===== src/rtl/gseq_pkg.sv =====
package gseq_pkg;

    typedef enum logic [2:0] {
        ST_OFF         = 3'd0,
        ST_HS_ON       = 3'd1,
        ST_LS_ON       = 3'd2,
        ST_WAIT_HS_LOW = 3'd3,  // heading to low side, waiting for high gate to fall
        ST_WAIT_LS_LOW = 3'd4,  // heading to high side, waiting for low gate to fall
        ST_DLY_TO_LS   = 3'd5,
        ST_DLY_TO_HS   = 3'd6,
        ST_FAULT       = 3'd7
    } seq_state_t;

    typedef struct packed {
        logic hs;
        logic ls;
    } gate_pair_t;

    function automatic int bits_for(input int v);
        return (v < 1) ? 1 : $clog2(v + 1);
    endfunction

    function automatic int max_of(input int a, input int b);
        return (a > b) ? a : b;
    endfunction

endpackage


===== src/rtl/gseq_sync.sv =====
module gseq_sync #(
    parameter int STAGES = 2,
    parameter int WIDTH  = 2
) (
    input  logic             clk,
    input  logic             rst,
    input  logic [WIDTH-1:0] d,
    output logic [WIDTH-1:0] q
);
    logic [WIDTH-1:0] stg [STAGES];

    generate
        for (genvar g = 0; g < STAGES; g++) begin : g_stage
            if (g == 0) begin : g_first
                always_ff @(posedge clk) begin
                    if (rst) stg[0] <= '0;
                    else     stg[0] <= d;
                end
            end else begin : g_next
                always_ff @(posedge clk) begin
                    if (rst) stg[g] <= '0;
                    else     stg[g] <= stg[g-1];
                end
            end
        end
    endgenerate

    assign q = stg[STAGES-1];
endmodule


===== src/rtl/gseq_timer.sv =====
module gseq_timer #(
    parameter int W = 4
) (
    input  logic         clk,
    input  logic         rst,
    input  logic         load,
    input  logic [W-1:0] load_val,
    output logic         done
);
    logic [W-1:0] cnt;

    always_ff @(posedge clk) begin
        if (rst)             cnt <= '0;
        else if (load)       cnt <= load_val;
        else if (cnt != '0)  cnt <= cnt - 1'b1;
    end

    assign done = (cnt == '0);
endmodule


===== src/rtl/gseq_fsm.sv =====
module gseq_fsm
    import gseq_pkg::*;
#(
    parameter int TMR_W      = 2,
    parameter int DLY_LOAD   = 0,
    parameter int MINON_LOAD = 2
) (
    input  logic             clk,
    input  logic             rst,
    input  logic             want_hs,
    input  logic             want_ls,
    input  logic             force_off,
    input  logic             hb_s,
    input  logic             lb_s,
    input  logic             dly_done,
    input  logic             wd_done,
    output seq_state_t       state,
    output logic             dly_load,
    output logic [TMR_W-1:0] dly_val,
    output logic             wd_load
);
    seq_state_t nxt;

    always_comb begin
        nxt = state;
        if (state == ST_FAULT) begin
            nxt = ST_FAULT;
        end else if (force_off) begin
            nxt = ST_OFF;
        end else begin
            case (state)
                ST_OFF: begin
                    if (want_hs)      nxt = ST_WAIT_LS_LOW;
                    else if (want_ls) nxt = ST_WAIT_HS_LOW;
                end
                ST_HS_ON:
                    if (!want_hs && dly_done) nxt = ST_WAIT_HS_LOW;
                ST_LS_ON:
                    if (!want_ls && dly_done) nxt = ST_WAIT_LS_LOW;
                ST_WAIT_HS_LOW: begin
                    if (want_hs)      nxt = ST_WAIT_LS_LOW;
                    else if (hb_s)    nxt = ST_DLY_TO_LS;
                    else if (wd_done) nxt = ST_FAULT;
                end
                ST_WAIT_LS_LOW: begin
                    if (want_ls)      nxt = ST_WAIT_HS_LOW;
                    else if (lb_s)    nxt = ST_DLY_TO_HS;
                    else if (wd_done) nxt = ST_FAULT;
                end
                ST_DLY_TO_LS: begin
                    if (want_hs)       nxt = ST_WAIT_LS_LOW;
                    else if (dly_done) nxt = ST_LS_ON;
                end
                ST_DLY_TO_HS: begin
                    if (want_ls)       nxt = ST_WAIT_HS_LOW;
                    else if (dly_done) nxt = ST_HS_ON;
                end
                default: nxt = ST_FAULT;
            endcase
        end
    end

    // timer reload on entry to a delay or on-state
    always_comb begin
        dly_load = 1'b0;
        dly_val  = '0;
        if (nxt != state) begin
            case (nxt)
                ST_DLY_TO_LS, ST_DLY_TO_HS: begin
                    dly_load = 1'b1;
                    dly_val  = TMR_W'(DLY_LOAD);
                end
                ST_HS_ON, ST_LS_ON: begin
                    dly_load = 1'b1;
                    dly_val  = TMR_W'(MINON_LOAD);
                end
                default: ;
            endcase
        end
    end

    assign wd_load = !(state == ST_WAIT_HS_LOW || state == ST_WAIT_LS_LOW);

    always_ff @(posedge clk) begin
        if (rst) state <= ST_OFF;
        else     state <= nxt;
    end

    // entry into the high-side delay needs a confirmed low-side gate
    assert_hs_needs_ls_low_R2: assert property (@(posedge clk) disable iff (rst)
        $rose(state == ST_DLY_TO_HS) |-> $past(lb_s));
    // entry into the low-side delay needs a confirmed high-side gate
    assert_ls_needs_hs_low_R3: assert property (@(posedge clk) disable iff (rst)
        $rose(state == ST_DLY_TO_LS) |-> $past(hb_s));
    // an on-state follows only an expired delay
    assert_hs_after_delay_R4: assert property (@(posedge clk) disable iff (rst)
        $rose(state == ST_HS_ON) |-> ($past(state) == ST_DLY_TO_HS && $past(dly_done)));
    assert_ls_after_delay_R4: assert property (@(posedge clk) disable iff (rst)
        $rose(state == ST_LS_ON) |-> ($past(state) == ST_DLY_TO_LS && $past(dly_done)));
    // shutdown parks the sequencer
    assert_off_parks_R6: assert property (@(posedge clk) disable iff (rst)
        force_off |=> (state == ST_OFF || state == ST_FAULT));
    // a fault is entered only after the watchdog expires
    assert_fault_on_timeout_R9: assert property (@(posedge clk) disable iff (rst)
        $rose(state == ST_FAULT) |-> $past(wd_done));
    // the fault state is held until reset
    assert_fault_sticky_R10: assert property (@(posedge clk) disable iff (rst)
        (state == ST_FAULT) |=> (state == ST_FAULT));
endmodule


===== src/rtl/nonoverlap_gate_seq.sv =====
module nonoverlap_gate_seq
    import gseq_pkg::*;
#(
    parameter int DLY_CYC     = 4,
    parameter int SYNC_STAGES = 2,
    parameter int TIMEOUT     = 16
) (
    input  logic clk,
    input  logic rst,
    input  logic pwm_demand,
    input  logic force_low_side,
    input  logic force_off,
    input  logic hs_below,
    input  logic ls_below,
    output logic hs_en,
    output logic ls_en,
    output logic sense_fault
);
    localparam int PIPE_LAT   = SYNC_STAGES + 2;
    localparam int DLY_LOAD   = (DLY_CYC > PIPE_LAT) ? (DLY_CYC - PIPE_LAT) : 0;
    localparam int MINON_LOAD = SYNC_STAGES;
    localparam int TMR_W      = bits_for(max_of(DLY_LOAD, MINON_LOAD));
    localparam int WD_LOAD    = (TIMEOUT > 1) ? (TIMEOUT - 1) : 0;
    localparam int WD_W       = bits_for(WD_LOAD);

    gate_pair_t       raw_below, syn_below;
    seq_state_t       state;
    logic             want_hs, want_ls;
    logic             dly_load, dly_done, wd_load, wd_done;
    logic [TMR_W-1:0] dly_val;

    assign raw_below = '{hs: hs_below, ls: ls_below};

    // priority: force_off > force_low_side > pwm_demand
    assign want_hs = pwm_demand & ~force_low_side & ~force_off;
    assign want_ls = ~want_hs & ~force_off;

    gseq_sync #(.STAGES(SYNC_STAGES), .WIDTH(2)) i_sync (
        .clk (clk),
        .rst (rst),
        .d   (raw_below),
        .q   (syn_below)
    );

    gseq_timer #(.W(TMR_W)) i_dly (
        .clk      (clk),
        .rst      (rst),
        .load     (dly_load),
        .load_val (dly_val),
        .done     (dly_done)
    );

    gseq_timer #(.W(WD_W)) i_wd (
        .clk      (clk),
        .rst      (rst),
        .load     (wd_load),
        .load_val (WD_W'(WD_LOAD)),
        .done     (wd_done)
    );

    gseq_fsm #(
        .TMR_W      (TMR_W),
        .DLY_LOAD   (DLY_LOAD),
        .MINON_LOAD (MINON_LOAD)
    ) i_fsm (
        .clk       (clk),
        .rst       (rst),
        .want_hs   (want_hs),
        .want_ls   (want_ls),
        .force_off (force_off),
        .hb_s      (syn_below.hs),
        .lb_s      (syn_below.ls),
        .dly_done  (dly_done),
        .wd_done   (wd_done),
        .state     (state),
        .dly_load  (dly_load),
        .dly_val   (dly_val),
        .wd_load   (wd_load)
    );

    assign hs_en       = (state == ST_HS_ON) & ~force_off & ~force_low_side;
    assign ls_en       = (state == ST_LS_ON) & ~force_off;
    assign sense_fault = (state == ST_FAULT);

    // the two gates never overlap
    assert_no_overlap_R1: assert property (@(posedge clk) disable iff (rst)
        !(hs_en && ls_en));
    // the sequencer leaves reset with both gates off
    assert_reset_quiet_R11: assert property (@(posedge clk)
        $fell(rst) |-> (!hs_en && !ls_en && !sense_fault));
endmodule


===== config.mk =====
export PLATFORM = sky130hd
export DESIGN_NAME = nonoverlap_gate_seq
export DESIGN_NICKNAME = d
export VERILOG_FILES = /design/src/rtl/gseq_pkg.sv /design/src/rtl/gseq_sync.sv /design/src/rtl/gseq_timer.sv /design/src/rtl/gseq_fsm.sv /design/src/rtl/nonoverlap_gate_seq.sv
export SDC_FILE = /design/constraint.sdc
export NUM_CORES = 1
export LEC_CHECK = 0
export BUFFER_PORTS_ARGS = -buffer_cell sky130_fd_sc_hd__buf_2
export CAP_MARGIN = 20
export CORE_MARGIN = 4
export CORE_UTILIZATION = 57
export CTS_BUF_LIST = sky130_fd_sc_hd__clkbuf_16
export CTS_CLUSTER_DIAMETER = 60
export DETAILED_ROUTE_END_ITERATION = 16
export GPL_TIMING_DRIVEN = 0
export PLACE_DENSITY = 0.79
export SLEW_MARGIN = 10
export SYNTH_ARGS = -nofsm -noshare
export SYNTH_HDL_FRONTEND = slang
export SYNTH_HIERARCHICAL = 1
export SYNTH_SLANG_ARGS = --single-unit

===== constraint.sdc =====
create_clock -name clk -period 6.1 [get_ports clk]
set_input_delay 1.525 -clock clk [delete_from_list [all_inputs] [get_ports clk]]
set_output_delay 1.525 -clock clk [all_outputs]
set_load 0.1 [all_outputs]

[Yosys cells after proc, flatten, opt, wreduce, memory -nomap -nowiden]
Memory sizes are Yosys's and may differ from the RTL's.
Index checks and enable logic that the tools add are counted.
Word-level totals
  memories kept: 1
  RAM bits: 4
  register bits: 9
  logic and storage cells: 72
  latch bits: 0
  ROM bits: 0
  output and inout bits: 3
  input port bits: 7
Cells by class
  magnitude comparators: 0
  eq/ne operators: 13
  bitwise logic cells: 11
  mux-type cells: 29
  add/subtract/negate cells: 2
  shift operators: 0
  reduce and logical (&&, ||, !) cells: 13
  multiply operators: 0
  divide/modulo/power cells: 0
Memory list
  i_sync.stg: depth 2, width 2, rd ports 2, clocked after Yosys merged registers in 0, wr ports 2, line gseq_sync.sv:10  | logic [WIDTH-1:0] stg [STAGES];
Operator list (number)
  $mux W3: 15
  $pmux W3 S7: 1
  $eq A3 B3 Y1 const B: 6
  $mux W2: 6
  $eq A3 B2 Y1 const B: 3
  $mux W4: 2
  $and A1 B1 Y1: 6
  $eq A3 B1 Y1 const B: 2
  $mux W1: 5
  $logic_not A4 Y1: 1
  $reduce_bool A2 Y1: 2
  $reduce_bool A4 Y1: 1
  $reduce_or A4 Y1: 1
  $sub A4 B1 Y4 const B: 1
  $logic_not A3 Y1: 1
  $ne A3 B3 Y1: 1
  $not A1 Y1: 3
  $logic_and A1 B1 Y1: 2
  $logic_not A1 Y1: 2
  $logic_not A2 Y1: 1
  $ne A2 B2 Y1 const B: 1
  $or A1 B1 Y1: 2
  $reduce_or A2 Y1: 1
  $sub A2 B1 Y2 const B: 1
  $logic_or A1 B1 Y1: 1

[Longest topological paths before layout]
Gate-level depths: netlist of run 1.
  word-level depth: 16
  mapped depth: 13
  gate-level depth less buffers: 13

[Cells and area by module]
The synthesis of run 1 kept the hierarchy.
By module, submodules not included
  gseq_fsm: sequential area each 60.1 um^2, cells each 63, area each 485.5 um^2, instances 1
  gseq_timer at i_wd: sequential area each 80.1 um^2, cells each 24, area each 229.0 um^2, instances 1
  gseq_timer at i_dly: sequential area each 40.0 um^2, cells each 12, area each 121.4 um^2, instances 1
  gseq_sync: sequential area each 80.1 um^2, cells each 8, area each 105.1 um^2, instances 1
  nonoverlap_gate_seq: sequential area each 0.0 um^2, cells each 8, area each 60.1 um^2, instances 1

[Worst setup path after synthesis of run 1]
No wires, ideal clock.
  kind: input port to output port
  start: in force_off
  end: out hs_en
  buffers on the path: 0
  setup slack: 1.310 ns
  arrival: 3.265 ns
  stages on the path: 1
  cell sequence: nor4_2
Between the ends
  word-level cells in the longest chain between the ends: 3
RTL lines
  start, declared: line nonoverlap_gate_seq.sv:12  | input logic force_off,
  $not A1 Y1: line nonoverlap_gate_seq.sv:81  | assign hs_en = (state == ST_HS_ON) & ~force_off & ~force_low_side;
  $and A1 B1 Y1 (2 in series): line nonoverlap_gate_seq.sv:81
  end, declared: line nonoverlap_gate_seq.sv:15  | output logic hs_en,
No other way between the ends.

[Worst setup path after layout of run 1]
  start: in force_off
  end: out ls_en
Between the ends
  word-level cells in the longest chain between the ends: 2
RTL lines
  $not A1 Y1: line nonoverlap_gate_seq.sv:82  | assign ls_en = (state == ST_LS_ON) & ~force_off;
  $and A1 B1 Y1: line nonoverlap_gate_seq.sv:82
  end, declared: line nonoverlap_gate_seq.sv:16  | output logic ls_en,
No other way between the ends.

==> reports/results.tsv, run 1 <==
metric	value	unit
largest net degree at the start of global routing	17	
Synth Instances	115	
maximum VDD drop	0.281	mV
post-DP HPWL	1.46	mm
count of final setup violators	0	
max cap viols	0	
Synth Area in Simple Gates	32.9	%
Worst R2R Setup Slack	3500	ps
reg2reg end	i_dly/cnt[1]$_SDFFE_PP0P_	
vias in the first global route	878	
Synth Flop Type	dfxtp_1	
Non-Filler Instances	147	
status	finished clean	
FF/Latch Area	260	µm²
vias post-DR	870	
ys async rst share	0	%
Critical Path RT	4580	ps
post-CTS sizing	0	
Post-Syn Area per Cell	8.70	µm²
post-layout net count	143	
Synth Area in Compound Gates	23.8	%
Clock Latency Late Sink	240	ps
RSZ-0062 raised after global routing	no	
Mapped Area	0.00100	mm²
final wirelength	2.09	mm
Crit-path slowest cell	buf_2	
TritonCTS buffer count	3	
post-route ant nets	0	
Hold Path Stages	1	
Seq pwr share	30.6	%
Max Freq	0.256	GHz
Worst Skew	2.09	ps
area occupied by multi-input gates	673	µm²
gp weighted congestion	0.922	
Post-CTS Setup Bufs	0	
worst hold start	i_sync/stg[0][0]$_SDFF_PP0_	
drt pass-1 iters	4	
ant diodes	0	
Final Max Slew Viols	0	
Synth Area in XOR/XNOR	2.62	%
synth unique cells	44	
Final min period	3900	ps
mux contribution to synthesized area	1.13	%
# DRC	0	
leakage	0.482	nW
CP Launch Type	primary input	
die area	0.00249	mm²
share of layout cells above drive strength 1	23.7	%
sequential area share after synthesis	26.0	%
largest family of logic cells by synthesized area	simple AND/OR/NAND/NOR gates	
Worst path max stage delay	460	ps
# placed instances	143	
IO Pins	10	
Die Y	49.9	µm
Worst R2R Start	i_wd/cnt[0]$_SDFFE_PP0P_	
PwrDens	296	mW/mm²
Post-Synth Adder-Cell Area	5.00	%
Die W	49.9	µm
Crit path top cell by count	buf_2	
clock group share of total power	35.1	%
GR Overflow Total	0	
fillers	124	
Starting Density	63.5	%
initial antenna violation count	0	
Reg2Reg Depth	11	
Sw Ratio	31.5	%
clock sink count	13	
Yosys reg bits	13	
Hold Path Sink	i_sync/stg[1][0]$_SDFF_PP0_	
Starting DRT DRC Count	10	
Crit Path Class	primary input to output pin	
Cell Rows	14	
largest fanout on the critical path	5	
vias per cell	5.92	
first-pass GRT wire length	3.66	mm
Clock Tree Root	clkbuf_16	
Core Region	0.00158	mm²
combinational share of power	34.3	%
CTS Buffer Depth	2	
Synthesis Warnings	6	
Syn-to-layout area delta	15.6	%
Hold Vio Cnt, Final	0	
CP endpoint kind	output pin	
switching pwr	0.108	mW
worst path cell trace	buf_2 > nor4b_2 > buf_2	
Least-Margin Pin Slew	849	ps
hold_buf cts	0	
final setup TNS	0	ps
Worst Path Arrival	2380	ps
slew margin rel.	43.3	%
number of flops mapped to enable cells by yosys	0	
gr usage total	18.3	%
period utilisation layout	64.0	%
htree depth	1	
TritonCTS clock tree	built	
Power Internal	0.235	mW
PortBufs	9	
Clock transition at path regs	40	ps
class of the worst hold path	flip-flop to flip-flop	
drt wl/cell	14.2	µm
registers in the layout (all words and copies together), names as in the netlist:
register and flops:
i_fsm/state 3, i_sync/stg 4, i_dly/cnt 2, i_wd/cnt 4
critical path, delay by kind of cell:
family                 cells  cell delay, ps
buffers and inverters      2             600
and+or+nand+nor            1             250
per-layer routing:
metal | routed length (µm) | GRT usage (%) | vias to the layer above
met5 | 0 | 0 | -
met4 | 0 | 7.37 | 0
met3 | 66 | 2.41 | 0
met2 | 1060 | 32.8 | 20
met1 | 958 | 21.7 | 406
li1 | - | - | 444
logic make-up after synthesis:
kind of cell | after synthesis
adders and majority gates | 4
muxes | 1
buffers and inverters | 16
xor gates and xnor gates | 3
DFF | 13
and+or+nand+nor | 48
other | 2
AOI/OAI and AO/OA | 28
how the worst max path moves through the flow:
stage                          from                         to  slack (ps)  cells after the start
after floorplan           force_off                      hs_en        1310                      1
after global placement    force_off  i_dly/cnt[1]$_SDFFE_PP0P_        2090                      8
after detailed placement  force_off  i_dly/cnt[1]$_SDFFE_PP0P_        2040                      8
after CTS                 force_off                      ls_en        2190                      3
after global routing      force_off  i_dly/cnt[1]$_SDFFE_PP0P_        2060                      8
final                     force_off                      ls_en        2200                      3
layout make-up:
| cell class | count | share of cell area, % |
|---|---|---|
| tap | 16 | 1.73 |
| clock inverter | 1 | 0.432 |
| clock buffer | 3 | 6.49 |
| inverter | 11 | 3.57 |
| buffer | 5 | 3.24 |
| timing repair buffer | 9 | 3.89 |
| multi-input combinational | 89 | 58.2 |
| sequential | 13 | 22.5 |
per-stage QoR:
| step | area, µm² | util, % | setup slack [ps] | hold WS [ps] | power, mW |
|---|---|---|---|---|---|
| 6_report | 1160 | 73.4 | 2200 | 461 | 0.342 |
| 3_5_place_dp | 1080 | 68.3 | 2040 | 432 | 0.221 |
| 2_1_floorplan | 1010 | - | 1310 | 414 | 0.197 |
| 4_1_cts | 1160 | 73.4 | 2190 | 466 | 0.345 |
| 5_1_grt | 1160 | 73.4 | 2060 | 469 | 0.365 |
| 3_3_place_gp | 1080 | 68.3 | 2090 | 420 | 0.215 |
Yosys cell counts (3+ instances only):
cell      n  area [µm²]
dfxtp_1  13         260
inv_1    11        41.3
nor2b_1  10        62.6
nor2_1    8        30.0
a21oi_1   5        25.0
ha_1      4        50.1
nand2_1   4        15.0
nor3_1    4        20.0
o22ai_1   4        25.0
o21ai_0   3        15.0
o32ai_1   3        26.3
or2_2     3        18.8
placed cells by master, fill, tap and decap left out, drive strengths merged, types with 2 or more instances in the layout:
master and instances:
buf 12, nor3 5, nor2b 10, nand2 4, o32ai 3, ha 4, o22ai 4, o41ai 2
dfxtp 13, nor3b 3, and3b 3, a211oi 2, inv 11, nand3b 2, or2 3, conb 5
xnor2 2, or4b 2, a21oi 5, nor4 2, nor2 8, a2111oi 2, nand2b 2, o21ai 3
clkbuf 5
power groups by stage:
stage                     clock network, mW  logic, mW  registers (mW)
final                                 0.120      0.118           0.105
after global routing                  0.127      0.133           0.105
after CTS                             0.123      0.117           0.105
after detailed placement                  0      0.115           0.106
after global placement                    0      0.110           0.105
after floorplan                           0     0.0934           0.104
Note: power is estimated with default switching activity, not from simulation.
==> inputs of run 2 (changes only) <==
- ABC_AREA: unset -> 1
- clock period: 6.1 -> 4 ns (I/O delays scaled with it)
==> reports/results.tsv, run 2 <==
metric	value	unit	change
TritonCTS buffer count	3		unchanged
worst hold start	i_sync/stg[0][1]$_SDFF_PP0_		
gr usage total	18.6	%	+0.24 points
ant diodes	0		unchanged
count leader, synth	nand2_1		
Reg2Reg Depth	16		+5
vias in the first global route	914		+4.1%
Clock Latency Late Sink	240	ps	about the same
Core Region	0.00158	mm²	unchanged
Core Util, Final	73.6	%	+0.16 points
Crit Path Class	primary input to output pin		
Seq pwr share	32.0	%	+1.4 points
Worst R2R Setup Slack	1620	ps	-1880 ps
biggest regs	i_sync/stg x4, i_wd/cnt x4, i_fsm/state x3		
Worst Path Arrival	1820	ps	-560 ps
Synth Flop Type	dfxtp_1		
count of final setup violators	0		unchanged
Crit-path slowest cell	buf_2		
Die Y	50.0	µm	+0.16%
Final Max Slew Viols	0		unchanged
Worst Skew	1.99	ps	-0.0980 ps
total power	0.497	mW	+45%
GR Overflow Total	0		unchanged
Die W	50.0	µm	+0.16%
most frequent cells in the layout	nand2_1 (44), inv_1 (33), nor2_1 (20)		
Post-Syn Area per Cell	5.88	µm²	-32%
post-route ant nets	0		unchanged
die area	0.00250	mm²	+0.32%
Hold Path Stages	2		+1
drt pass-1 iters	4		unchanged
Power Internal	0.335	mW	+43%
PwrDens	428	mW/mm²	+45%
fillers	136		+9.7%
Starting Density	63.7	%	+0.24 points
CTS Buffer Depth	2		unchanged
CP endpoint kind	output pin		
reg2reg end	i_dly/cnt[1]$_SDFFE_PP0P_		
Synth top cells by count	nand2_1 (44), inv_1 (32), nor2_1 (20)		
synth unique cells	19		-57%
period utilisation layout	70.5	%	
Yosys top cell area share	25.9	%	-0.097 points
TritonCTS clock tree	built		
hold_buf cts	0		unchanged
combinational share of power	30.9	%	-3.4 points
Hold Vio Cnt, Final	0		unchanged
largest fanout on the critical path	4		-1
Synthesis Warnings	6		unchanged
Mapped Area	0.00100	mm²	+0.38%
Clock Tree Root	clkbuf_16		
class of the worst hold path	flip-flop to flip-flop		
post-layout net count	199		+39%
Hold Slack	406	ps	-55.1 ps
clock sink count	13		unchanged
sequential area share after synthesis	25.9	%	-0.097 points
area occupied by multi-input gates	597	µm²	-11%
Starting DRT DRC Count	24		+14
status	finished clean		
post-DP HPWL	1.53	mm	+5.0%
commonest non-fill, non-tap cell in the layout	nand2_1		
Syn-to-layout area delta	15.4	%	
vias per cell	5.02		-15%
PortBufs	9		unchanged
Synth Instances	171		+49%
Final min period	2820	ps	
gp weighted congestion	0.941		+2.0%
FF/Latch Area	260	µm²	unchanged
Hold Path Sink	i_sync/stg[1][1]$_SDFF_PP0_		
Critical Path RT	3000	ps	-1580 ps
Cell Rows	14		unchanged
leakage	0.640	nW	+33%
switching pwr	0.162	mW	+50%
Max Freq	0.355	GHz	
Post-CTS Setup Bufs	0		unchanged
Yosys reg bits	13		unchanged
post-CTS sizing	0		unchanged
ys async rst share	0	%	unchanged
Worst R2R Start	i_wd/cnt[0]$_SDFFE_PP0P_		
vias post-DR	1020		+17%
final wirelength	2.04	mm	-2.5%
Crit path top cell by count	buf_2		
Sw Ratio	32.6	%	+1.1 points
Yosys top cell by area	dfxtp_1		
Worst path max stage delay	430	ps	-30 ps
top post-synthesis cells by area	dfxtp_1 (26%), nand2_1 (16%), inv_1 (12%), nor2_1 (7.5%), nand3_1 (5.5%)		
largest net degree at the start of global routing	12		-5
first-pass GRT wire length	3.71	mm	+1.5%
Clock transition at path regs	40	ps	about the same
clock group share of total power	37.1	%	+2.0 points
maximum VDD drop	0.288	mV	+2.2%
# DRC	0		unchanged
worst path cell trace	buf_2 > nor2_2 > nand2_1 > nor2_1 > buf_2		
max cap viols	0		unchanged
final setup TNS	0	ps	unchanged
CP Launch Type	primary input		
initial antenna violation count	0		unchanged
share of layout cells above drive strength 1	16.6	%	-7.1 points
htree depth	1		unchanged
IO Pins	10		unchanged
drt wl/cell	10.0	µm	-29%
number of flops mapped to enable cells by yosys	0		unchanged
RSZ-0062 raised after global routing	no		
-- run 2: per-stage QoR --
stage / setup WS [ps] / cells / area (µm²)
after global routing: 1130 / 203 / 1160
after CTS: 1170 / 203 / 1160
after global placement: 1140 / 199 / 1080
after floorplan: 593 / 174 / 1020
final: 1180 / 203 / 1160
after detailed placement: 1090 / 199 / 1080
-- run 2: how the worst max path moves through the flow --
| stage | from | to | slack, ps | cells past startpoint |
|---|---|---|---|---|
| CTS | force_off | ls_en | 1170 | 5 |
| floorplan | force_off | hs_en | 590 | 3 |
| finish | force_off | ls_en | 1180 | 5 |
| global placement | force_low_side | i_dly/cnt[0]$_SDFFE_PP0P_ | 1140 | 17 |
| detailed placement | force_low_side | i_dly/cnt[1]$_SDFFE_PP0P_ | 1090 | 17 |
| global route | force_off | ls_en | 1130 | 5 |
-- run 2: logic make-up after synthesis --
logic type | synth area share, %
other | 0.747
adder cells (fa/ha/maj) | 4.98
flip-flops | 25.9
AND/OR/NAND/NOR | 42.1
buffers and inverters | 15.8
AO/OA/AOI/OAI | 10.5
-- run 2: power by group through the flow --
stage                     sequential [mW]  combinational (mW)  clock, mW
after floorplan                     0.158               0.120          0
after global placement              0.160               0.145          0
after detailed placement            0.161               0.150          0
after CTS                           0.159               0.153      0.186
after global routing                0.162               0.178      0.195
final                               0.159               0.153      0.184
-- run 2: area by class of cell --
| class | instances | area share, % |
|---|---|---|
| tap | 16 | 1.73 |
| sequential | 13 | 22.4 |
| clock inverter | 1 | 0.324 |
| multi-input combinational | 123 | 51.5 |
| clock buffer | 3 | 6.47 |
| timing repair buffer | 9 | 3.88 |
| inverter | 36 | 12.1 |
| buffer | 2 | 1.62 |
-- run 2: per-layer routing --
layer / vias up / wire length (µm) / global-route usage (%)
li1: 551 / - / -
met3: 2 / 96 / 4.22
met2: 23 / 964 / 32.6
met5: - / 0 / 0
met1: 444 / 967 / 22.5
met4: 0 / 8 / 4.15
-- run 2: worst max-delay path: cells and delay by family --
family	cells	cell delay [ps]
buffers and inverters	2	550
and+or+nand+nor	3	270
==> inputs of run 3 (changes only) <==
- ABC_AREA: 1 -> 0
- clock period: 4 -> 2.6 ns (I/O delays scaled with it)
==> reports/results.tsv, run 3 (synthesis gave the netlist of run 1 again) <==
metric	value	unit	change
CTS Buffer Depth	2		unchanged
gr usage total	18.5	%	-0.021 points
Final min period	2530	ps	
post-route ant nets	0		unchanged
status	finished clean		
drt pass-1 iters	4		unchanged
Sw Ratio	31.7	%	-0.88 points
clock sink count	13		unchanged
most frequent cells in the layout	dfxtp_1 (13), inv_1 (12), nor2b_1 (10)		
# DRC	0		unchanged
post-layout net count	149		-25%
Starting Density	63.5	%	-0.24 points
Hold Vio Cnt, Final	0		unchanged
final wirelength	2.26	mm	+11%
Clock Latency Late Sink	240	ps	about the same
Seq pwr share	29.5	%	-2.5 points
largest net degree at the start of global routing	17		+5
worst path cell trace	buf_2 > nor3b_4 > and3b_2 > a2111oi_4 > o22ai_1 > nor4_2 > nor2_2 > o41ai_2		
htree depth	1		unchanged
clock group share of total power	33.9	%	-3.2 points
vias post-DR	914		-10%
Starting DRT DRC Count	31		+29%
slew margin rel.	67.4	%	
count of final setup violators	0		unchanged
Cell Rows	14		unchanged
maximum VDD drop	0.687	mV	+140%
die area	0.00249	mm²	-0.32%
TritonCTS clock tree	built		
Crit-path slowest cell	nor4_2		
total power	0.831	mW	+67%
Syn-to-layout area delta	24.8	%	
vias in the first global route	814		-11%
biggest regs	i_sync/stg x4, i_wd/cnt x4, i_fsm/state x3		
share of layout cells above drive strength 1	29.9	%	+13 points
Max Freq	0.395	GHz	
ant diodes	0		unchanged
PortBufs	9		unchanged
combinational share of power	36.6	%	+5.7 points
final instance area	0.00125	mm²	+7.7%
FF/Latch Area	260	µm²	unchanged
Least-Margin Pin Slew	483	ps	
max cap viols	0		unchanged
PwrDens	665	mW/mm²	+55%
Clock transition at path regs	40	ps	about the same
Die W	49.9	µm	-0.16%
post-DP HPWL	1.53	mm	-0.22%
Critical Path RT	2750	ps	-250 ps
drt wl/cell	14.8	µm	+47%
Crit Path Class	primary input to flip-flop		
GR Overflow Total	0		unchanged
Worst Skew	2.04	ps	+0.0548 ps
TritonCTS buffer count	3		unchanged
period utilisation layout	97.4	%	
CP Launch Type	primary input		
largest fanout on the critical path	6		+2
Worst path max stage delay	400	ps	-30 ps
gp weighted congestion	0.956		+1.6%
initial antenna violation count	0		unchanged
Worst Path Arrival	2680	ps	+860 ps
Die Y	49.9	µm	-0.16%
class of the worst hold path	flip-flop to flip-flop		
switching pwr	0.263	mW	+63%
fillers	119		-13%
leakage	0.519	nW	-19%
Clock Tree Root	clkbuf_16		
area occupied by multi-input gates	728	µm²	+22%
commonest non-fill, non-tap cell in the layout	dfxtp_1		
Core Region	0.00158	mm²	unchanged
CP endpoint kind	flip-flop		
first-pass GRT wire length	3.57	mm	-3.9%
vias per cell	5.97		+19%
Power Internal	0.567	mW	+69%
placed cell area	0.00110	mm²	+1.7%
IO Pins	10		unchanged
Final Max Slew Viols	0		unchanged
==> run 3: cell count changes in the layout (fill, tap and decap cells not counted), sizes merged, moves of 4 or more <==
cell and change:
inv -24, buf +6, nand2 -46, o22ai +4, nand3 -15, nor2b +10, o21ai -8, a21oi -5
nor2 -15, nor3b +4, nor3 +5
==> run 3: metrics by stage <==
stage / cells / setup WS [ps] / utilization, % / TNS, ps / hold slack [ps]
after floorplan: 118 / 148 / - / 0 / 414
after global placement: 143 / -294 / 69.8 / -484 / 423
after detailed placement: 143 / -350 / 69.8 / -616 / 424
after CTS: 147 / 15.0 / 75.3 / 0 / 433
after global routing: 153 / -61.0 / 79.2 / -61.0 / 449
final: 153 / 68.3 / 79.2 / 0 / 437
==> run 3: final timing paths <==
check	start	end	slack [ps]	cells past startpoint
worst min-delay path	i_sync/stg[0][0]$_SDFF_PP0_	i_sync/stg[1][0]$_SDFF_PP0_	440	1
worst min register to register	i_sync/stg[0][0]$_SDFF_PP0_	i_sync/stg[1][0]$_SDFF_PP0_	440	1
worst max register to register	i_wd/cnt[0]$_SDFFE_PP0P_	i_dly/cnt[1]$_SDFFE_PP0P_	130	11
worst max-delay path	force_off	i_dly/cnt[1]$_SDFFE_PP0P_	70	8
==> run 3: layout make-up <==
type | instances | share of cell area [%]
Buffer | 5 | 3.01
Tap cell | 16 | 1.60
Sequential cell | 13 | 20.8
Multi-Input combinational cell | 90 | 58.3
Timing Repair Buffer | 14 | 6.61
Inverter | 11 | 3.31
Clock inverter | 1 | 0.301
Clock buffer | 3 | 6.01
==> run 3: power groups by stage <==
| stage | combinational (mW) | sequential (mW) | clock [mW] |
|---|---|---|---|
| floorplan | 0.221 | 0.244 | 0 |
| global placement | 0.261 | 0.247 | 0 |
| detailed placement | 0.271 | 0.248 | 0 |
| CTS | 0.280 | 0.245 | 0.291 |
| global route | 0.329 | 0.248 | 0.302 |
| finish | 0.304 | 0.245 | 0.281 |
==> run 3: what timing repair did <==
action | CTS | global route
buffers inserted | 0 | 5
pin swaps | 0 | 4
endpoints found under the setup margin | 2 | 2
hold buffers | 0 | 0
cloned | 0 | 1
gates resized for setup | 2 | 3
==> run 3: worst max-delay path, delay by kind of cell <==
family / cells / cell delay (ps)
AND/OR/NAND/NOR: 4 / 1070
buffers and inverters: 1 / 180
AO/OA/AOI/OAI: 3 / 770
==> run 3: metal layers <==
layer	share of wire (%)	up-vias	routed length (µm)	GRT usage, %
met4	1.4	0	31	8.29
met5	0	-	0	0
met1	42	420	957	21.6
li1	-	459	-	-
met2	51	31	1150	32.4
met3	5.5	4	124	3.61
